## config.mk

```make
export PLATFORM = sky130hd
export DESIGN_NAME = clk_sel_ctrl
export DESIGN_NICKNAME = d
export VERILOG_FILES = /design/src/rtl/clk_sel_pkg.sv /design/src/rtl/csc_mode_track.sv /design/src/rtl/csc_ctl_reg.sv /design/src/rtl/csc_bus_div.sv /design/src/rtl/clk_sel_ctrl.sv
export SDC_FILE = /design/constraint.sdc
export NUM_CORES = 1
export LEC_CHECK = 0
export BUFFER_PORTS_ARGS = -buffer_cell sky130_fd_sc_hd__buf_2
export CORE_MARGIN = 2
export CORE_UTILIZATION = 41
export DETAILED_ROUTE_END_ITERATION = 10
export GPL_TIMING_DRIVEN = 0
export PLACE_DENSITY = 0.73
export SLEW_MARGIN = 20
export SYNTH_ARGS = -nofsm -noshare
export SYNTH_HDL_FRONTEND = slang
export SYNTH_SLANG_ARGS = --single-unit
```

## constraint.sdc

```tcl
create_clock -name clk -period 1.6 [get_ports clk]
set_clock_uncertainty 0.2 [all_clocks]
set_input_delay 0.16 -clock clk [delete_from_list [all_inputs] [get_ports clk]]
set_output_delay 0.16 -clock clk [all_outputs]
set_load 0.02 [all_outputs]
```

## src/rtl/clk_sel_pkg.sv

```systemverilog
package clk_sel_pkg;
  localparam int REG_W      = 8;
  localparam int BIT_PLLSEL = 7;
  localparam int BIT_PSTP   = 6;
  localparam int BIT_OSCST  = 5;
  localparam int BIT_PLLOFF = 3;
  localparam int BIT_TMROFF = 1;
  localparam int BIT_WDGOFF = 0;
  localparam int N_MODES    = 3;
  localparam int M_WAIT     = 0;
  localparam int M_STOP     = 1;
  localparam int M_SELF     = 2;

  typedef struct packed {
    logic pll_sel;
    logic pseudo_stop;
    logic pll_off_wait;
    logic tmr_off_wait;
    logic wdg_off_wait;
  } ctl_t;
endpackage

```

## src/rtl/csc_mode_track.sv

```systemverilog
module csc_mode_track #(
  parameter int NMODES = 3
) (
  input  logic              clk,
  input  logic              rst,
  input  logic [NMODES-1:0] req,
  output logic [NMODES-1:0] entry
);
  logic [NMODES-1:0] prev_q;

  for (genvar i = 0; i < NMODES; i++) begin : g_mode
    always_ff @(posedge clk) begin
      if (rst) prev_q[i] <= 1'b0;
      else     prev_q[i] <= req[i];
    end

    assign entry[i] = req[i] & ~prev_q[i];

    // an entry pulse lasts one cycle
    p_entry_pulse_r3: assert property (@(posedge clk) disable iff (rst)
      entry[i] |=> !entry[i]);
  end
endmodule

```

## src/rtl/csc_ctl_reg.sv

```systemverilog
module csc_ctl_reg
  import clk_sel_pkg::*;
#(
  parameter int W = REG_W
) (
  input  logic         clk,
  input  logic         rst,
  input  logic         wr_en,
  input  logic [W-1:0] wr_data,
  input  logic         special_mode,
  input  logic         pll_lock,
  input  logic         osc_cfg,
  input  logic         wait_entry,
  input  logic         stop_entry,
  input  logic         self_entry,
  output ctl_t         ctl,
  output logic [W-1:0] rd_data
);
  logic pll_q, pstp_q, plloff_q, tmroff_q, wdgoff_q, wdg_lock_q;
  logic pll_clr, pll_nxt;

  assign pll_clr = stop_entry | self_entry | (wait_entry & plloff_q);

  always_comb begin
    pll_nxt = pll_q;
    if (wr_en) begin
      if (!wr_data[BIT_PLLSEL]) pll_nxt = 1'b0;
      else if (pll_lock)        pll_nxt = 1'b1;
    end
    if (pll_clr) pll_nxt = 1'b0;
  end

  always_ff @(posedge clk) begin
    if (rst) begin
      pll_q      <= 1'b0;
      pstp_q     <= 1'b0;
      plloff_q   <= 1'b0;
      tmroff_q   <= 1'b0;
      wdgoff_q   <= 1'b0;
      wdg_lock_q <= 1'b0;
    end else begin
      pll_q <= pll_nxt;
      if (wr_en) begin
        pstp_q   <= wr_data[BIT_PSTP];
        plloff_q <= wr_data[BIT_PLLOFF];
        tmroff_q <= wr_data[BIT_TMROFF];
        if (special_mode || !wdg_lock_q) wdgoff_q <= wr_data[BIT_WDGOFF];
        if (!special_mode) wdg_lock_q <= 1'b1;
      end
    end
  end

  always_comb begin
    rd_data             = '0;
    rd_data[BIT_PLLSEL] = pll_q;
    rd_data[BIT_PSTP]   = pstp_q;
    rd_data[BIT_OSCST]  = osc_cfg;
    rd_data[BIT_PLLOFF] = plloff_q;
    rd_data[BIT_TMROFF] = tmroff_q;
    rd_data[BIT_WDGOFF] = wdgoff_q;
  end

  assign ctl = '{pll_sel: pll_q, pseudo_stop: pstp_q, pll_off_wait: plloff_q,
                 tmr_off_wait: tmroff_q, wdg_off_wait: wdgoff_q};

  p_lock_gate_r2: assert property (@(posedge clk) disable iff (rst)
    $rose(pll_q) |-> $past(pll_lock));
  p_entry_clear_r3: assert property (@(posedge clk) disable iff (rst)
    pll_clr |=> !pll_q);
  p_wdg_once_r7: assert property (@(posedge clk) disable iff (rst)
    (wdg_lock_q && !special_mode && wr_en) |=> $stable(wdgoff_q));
endmodule

```

## src/rtl/csc_bus_div.sv

```systemverilog
module csc_bus_div (
  input  logic clk,
  input  logic rst,
  input  logic pll_sel,
  output logic sys_src_pll,
  output logic bus_clk_en
);
  logic src_q, en_q, switching;

  assign switching = (src_q != pll_sel);

  always_ff @(posedge clk) begin
    if (rst) begin
      src_q <= 1'b0;
      en_q  <= 1'b0;
    end else begin
      src_q <= pll_sel;
      en_q  <= switching ? 1'b0 : ~en_q;
    end
  end

  assign sys_src_pll = src_q;
  assign bus_clk_en  = en_q;

  p_div_toggle_r4: assert property (@(posedge clk) disable iff (rst)
    !switching |=> (bus_clk_en != $past(bus_clk_en)));
  p_div_restart_r4: assert property (@(posedge clk) disable iff (rst)
    switching |=> !bus_clk_en);
endmodule

```

## src/rtl/clk_sel_ctrl.sv

```systemverilog
module clk_sel_ctrl
  import clk_sel_pkg::*;
#(
  parameter int W = REG_W
) (
  input  logic         clk,
  input  logic         rst,
  input  logic         wr_en,
  input  logic [W-1:0] wr_data,
  output logic [W-1:0] rd_data,
  input  logic         special_mode,
  input  logic         pll_lock,
  input  logic         osc_cfg,
  input  logic         wait_req,
  input  logic         stop_req,
  input  logic         selfclk_req,
  output logic         sys_src_pll,
  output logic         bus_clk_en,
  output logic         pll_pwrdn,
  output logic         osc_en,
  output logic         rti_hold,
  output logic         cop_hold
);
  logic [N_MODES-1:0] req, entry;
  ctl_t ctl;
  logic pwrdn_q, osc_q, rti_q, cop_q;

  always_comb begin
    req         = '0;
    req[M_WAIT] = wait_req;
    req[M_STOP] = stop_req;
    req[M_SELF] = selfclk_req;
  end

  csc_mode_track #(.NMODES(N_MODES)) u_mode (
    .clk(clk), .rst(rst), .req(req), .entry(entry));

  csc_ctl_reg #(.W(W)) u_reg (
    .clk(clk), .rst(rst), .wr_en(wr_en), .wr_data(wr_data),
    .special_mode(special_mode), .pll_lock(pll_lock), .osc_cfg(osc_cfg),
    .wait_entry(entry[M_WAIT]), .stop_entry(entry[M_STOP]),
    .self_entry(entry[M_SELF]), .ctl(ctl), .rd_data(rd_data));

  csc_bus_div u_div (
    .clk(clk), .rst(rst), .pll_sel(ctl.pll_sel),
    .sys_src_pll(sys_src_pll), .bus_clk_en(bus_clk_en));

  always_ff @(posedge clk) begin
    if (rst) begin
      pwrdn_q <= 1'b0;
      osc_q   <= 1'b1;
      rti_q   <= 1'b0;
      cop_q   <= 1'b0;
    end else begin
      pwrdn_q <= wait_req & ctl.pll_off_wait;
      osc_q   <= ~(stop_req & ~ctl.pseudo_stop);
      rti_q   <= wait_req & ctl.tmr_off_wait;
      cop_q   <= wait_req & ctl.wdg_off_wait;
    end
  end

  assign pll_pwrdn = pwrdn_q;
  assign osc_en    = osc_q;
  assign rti_hold  = rti_q;
  assign cop_hold  = cop_q;

  p_pwrdn_r5: assert property (@(posedge clk) disable iff (rst)
    (wait_req && rd_data[BIT_PLLOFF]) |=> pll_pwrdn);
  p_osc_off_r8: assert property (@(posedge clk) disable iff (rst)
    (stop_req && !rd_data[BIT_PSTP]) |=> !osc_en);
  p_rti_hold_r6: assert property (@(posedge clk) disable iff (rst)
    !wait_req |=> !rti_hold);
  p_cop_hold_r7: assert property (@(posedge clk) disable iff (rst)
    !wait_req |=> !cop_hold);
endmodule

```

==> results.py <==
metrics = {
    "final_layout": {
        "fin_util_pct": 65.5,
        "areaGrowthSynthToFinish_pct": 47.4,
        "nets": 114,
        "final_layout_size_suffix_gt1_share_pct": 38.5,
        "antennaDiodeCount": 0,
        "largest_reg_flops": 3,
        "top_register": "u_mode.prev_q",
    },
    "floorplanning": {
        "die_height_um": 41.6,
        "die_w_um": 41.6,
        "start_util_pct": 44.4,
        "dieArea_sq_um": 1730,
        "fp.coreArea_sq_um": 1300,
        "rows": 13,
        "ios": 31,
    },
    "setup_path": {
        "worst_setup_path_end_kind": "flip-flop",
        "cpPeakStageDelay_ps": 560,
        "path_class": "primary input to flip-flop",
        "crit_top_cell": "dlygate4sd3_1",
        "crit_chain": "dlygate4sd3_1 > buf_2 > mux2i_1 > dlygate4sd3_1 > nor2_1",
        "slowest_stage": "dlygate4sd3_1",
        "cp.required_ps": 1550,
        "critPathTopFamily": "buffers and inverters",
        "path_buf_inv": 3,
        "worst_setup_path_start_kind": "primary input",
        "crit_fanout": 1,
        "worstPathArrival_ps": 1520,
    },
    "logic_synthesis": {
        "syn_area_sq_um": 578,
        "syn_avg_cell_area_sq_um": 10.1,
        "synth_cell_types": 18,
        "synthCells": 57,
        "seq_area_frac_synth_pct": 51.9,
        "synth-seq-cells": 15,
        "yosysWarnings": 0,
    },
    "clock_network": {
        "root_buffer": "clkbuf_4",
        "numCtsBuffers": 3,
        "cts_setup_buffers": 0,
        "cts_resized": 0,
        "insertion_delay_ps": 270,
        "ctsHtreeMaxLevel": 1,
        "clockBufferDepth": 2,
        "cts_tree": "built",
        "cts_sinks": 15,
        "clk_pin_slew_ps": 80,
    },
    "power": {
        "seqPwrFrac_pct": 54.4,
        "power_per_cell_area_nw_per_um2": 864,
        "power_frac_comb_pct": 17.5,
        "p_clk_share_pct": 28.1,
        "p_switching_w": 0.000177,
        "switching_share_pct": 24.1,
        "internal-power_w": 0.000559,
        "power_leakage_nw": 0.437,
        "irDropWorstVdd_mv": 0.408,
    },
    "sta": {
        "fin_hold_ws_ps": -27.4,
        "finalSetupViolations": 0,
        "slew_viol_final": 0,
        "rsz0062_at_grt": "false",
        "fin_ws_ps": 30.6,
        "hold_violations": 1,
        "min_period_ps": 1570,
        "fmax_mhz": 637,
        "tns_ps": 0,
        "period_share_pct": 98.1,
    },
    "routing": {
        "drt_iter0_drc": 7,
        "route.detailed.drc": 0,
        "first_pass_iters": 3,
        "via_count": 463,
        "wl_per_cell_um": 9.96,
        "final_antenna_net_count": 0,
        "viasPerCell": 4.17,
        "wl_um": 1110,
    },
    "global_route": {
        "gr-total-overflow": 0,
        "grt_use_total_pct": 14.6,
        "grt_first_pass_wirelength_um": 1860,
        "grt_start_max_net_pins": 11,
        "grt_pass1_vias": 432,
        "antenna_found_initial": 0,
    },
    "run_status": {
        "violations": "hold timing",
        "outcome": "finished with violations",
    },
    "hold_path": {
        "hold_path.class": "primary input to flip-flop",
    },
    "place": {
        "port-buffer-count": 23,
        "place.gp.congestion": 0.701,
        "hpwl_um": 704,
        "pre_cts_ws_ps": 367,
    },
    "flow_run": {
        "cap_viol_max_count": 0,
    },
}
power by group through the flow:
stage / clock network [W] / registers [W] / logic (W)
global route: 0.000236 / 0.000402 / 0.000141
CTS: 0.000217 / 0.000400 / 0.000131
detailed placement: 0 / 0.000409 / 0.000106
global placement: 0 / 0.000408 / 0.000105
finish: 0.000207 / 0.000400 / 0.000129
floorplan: 0 / 0.000415 / 0.0000653
worst min-delay path, cell delays in order:
cell and delay (ps):
buf_6 100, mux2i_1 70, nor2_1 80
timing repair:
item | 4_1_cts | 5_1_grt
hold buffers | 12 | 0
endpoints found under the hold margin | 10 | 0
endpoints found under the setup margin | 0 | 1
kinds of logic after synthesis:
family                 share of synthesized area, %
flip-flops                                     51.9
AND/OR/NAND/NOR                                14.3
buffers and inverters                          16.2
AO/OA/AOI/OAI                                  8.44
multiplexers                                   6.93
XOR/XNOR                                       1.52
other                                         0.649
path summary, 6_finish.rpt:
kind	start	end	slack (ps)	cells past startpoint
hold / removal	wr_en	u_reg.pstp_q	-30	3
setup / recovery	wr_data[1]	u_reg.tmroff_q	30	5
setup reg to reg	u_reg.plloff_q	u_reg.plloff_q	240	3
hold reg to reg	u_div.bus_clk_en	u_div.bus_clk_en	210	1
per-stage QoR:
stage	std cells	total power (W)	instance area, sq um
after floorplan	58	0.000481	582
after global placement	96	0.000513	716
after detailed placement	96	0.000515	716
after CTS	112	0.000749	862
after global routing	111	0.000779	852
final	111	0.000736	852
layout by cell type (no fill, tap or decap):
master | synthesis | layout
nor3_1 | 1 | 1
a2111oi_2 | 1 | 1
nor2b_1 | 4 | 4
nor2_1 | 4 | 4
dfxtp_1 | 15 | 15
clkbuf_4 | 0 | 3
a21oi_1 | 2 | 2
nand2b_1 | 3 | 3
buf_2 | 0 | 23
a31o_1 | 1 | 1
xor2_1 | 1 | 1
conb_1 | 1 | 2
and2_1 | 3 | 3
a21oi_2 | 1 | 1
buf_4 | 8 | 8
buf_6 | 1 | 1
o22ai_1 | 1 | 1
clkbuf_1 | 1 | 2
mux2i_1 | 4 | 4
dlygate4sd3_1 | 0 | 11
inv_1 | 5 | 5
layout make-up:
class	instances	area, sq um
fillers	117	449
flip-flops and latches	15	300
repair buffers	34	225
multi-input cells	28	188
plain buffers	10	75.1
clock buffers	4	26.3
inverters	5	18.8
well taps	15	18.8
per-layer routing:
metal | up-vias | track usage, % | part of all wire, %
li1 | 247 | - | -
met1 | 193 | 16.7 | 42
met2 | 21 | 24.4 | 50
met3 | 2 | 3.04 | 6.6
met4 | 0 | 9.68 | 1.1
met5 | - | 0 | 0
synth_stat cells:
master	count	share of area (%)
dfxtp_1	15	52
buf_4	8	10
inv_1	5	3.2
mux2i_1	4	6.9
nor2_1	4	2.6
nor2b_1	4	4.3
and2_1	3	3.2
nand2b_1	3	3.2
a21oi_1	2	1.7
a2111oi_2	1	2.6
a21oi_2	1	1.5
a31o_1	1	1.5
buf_6	1	1.9
clkbuf_1	1	0.65
conb_1	1	0.65
nor3_1	1	0.86
o22ai_1	1	1.1
xor2_1	1	1.5
(Power assumes the default switching activity.)
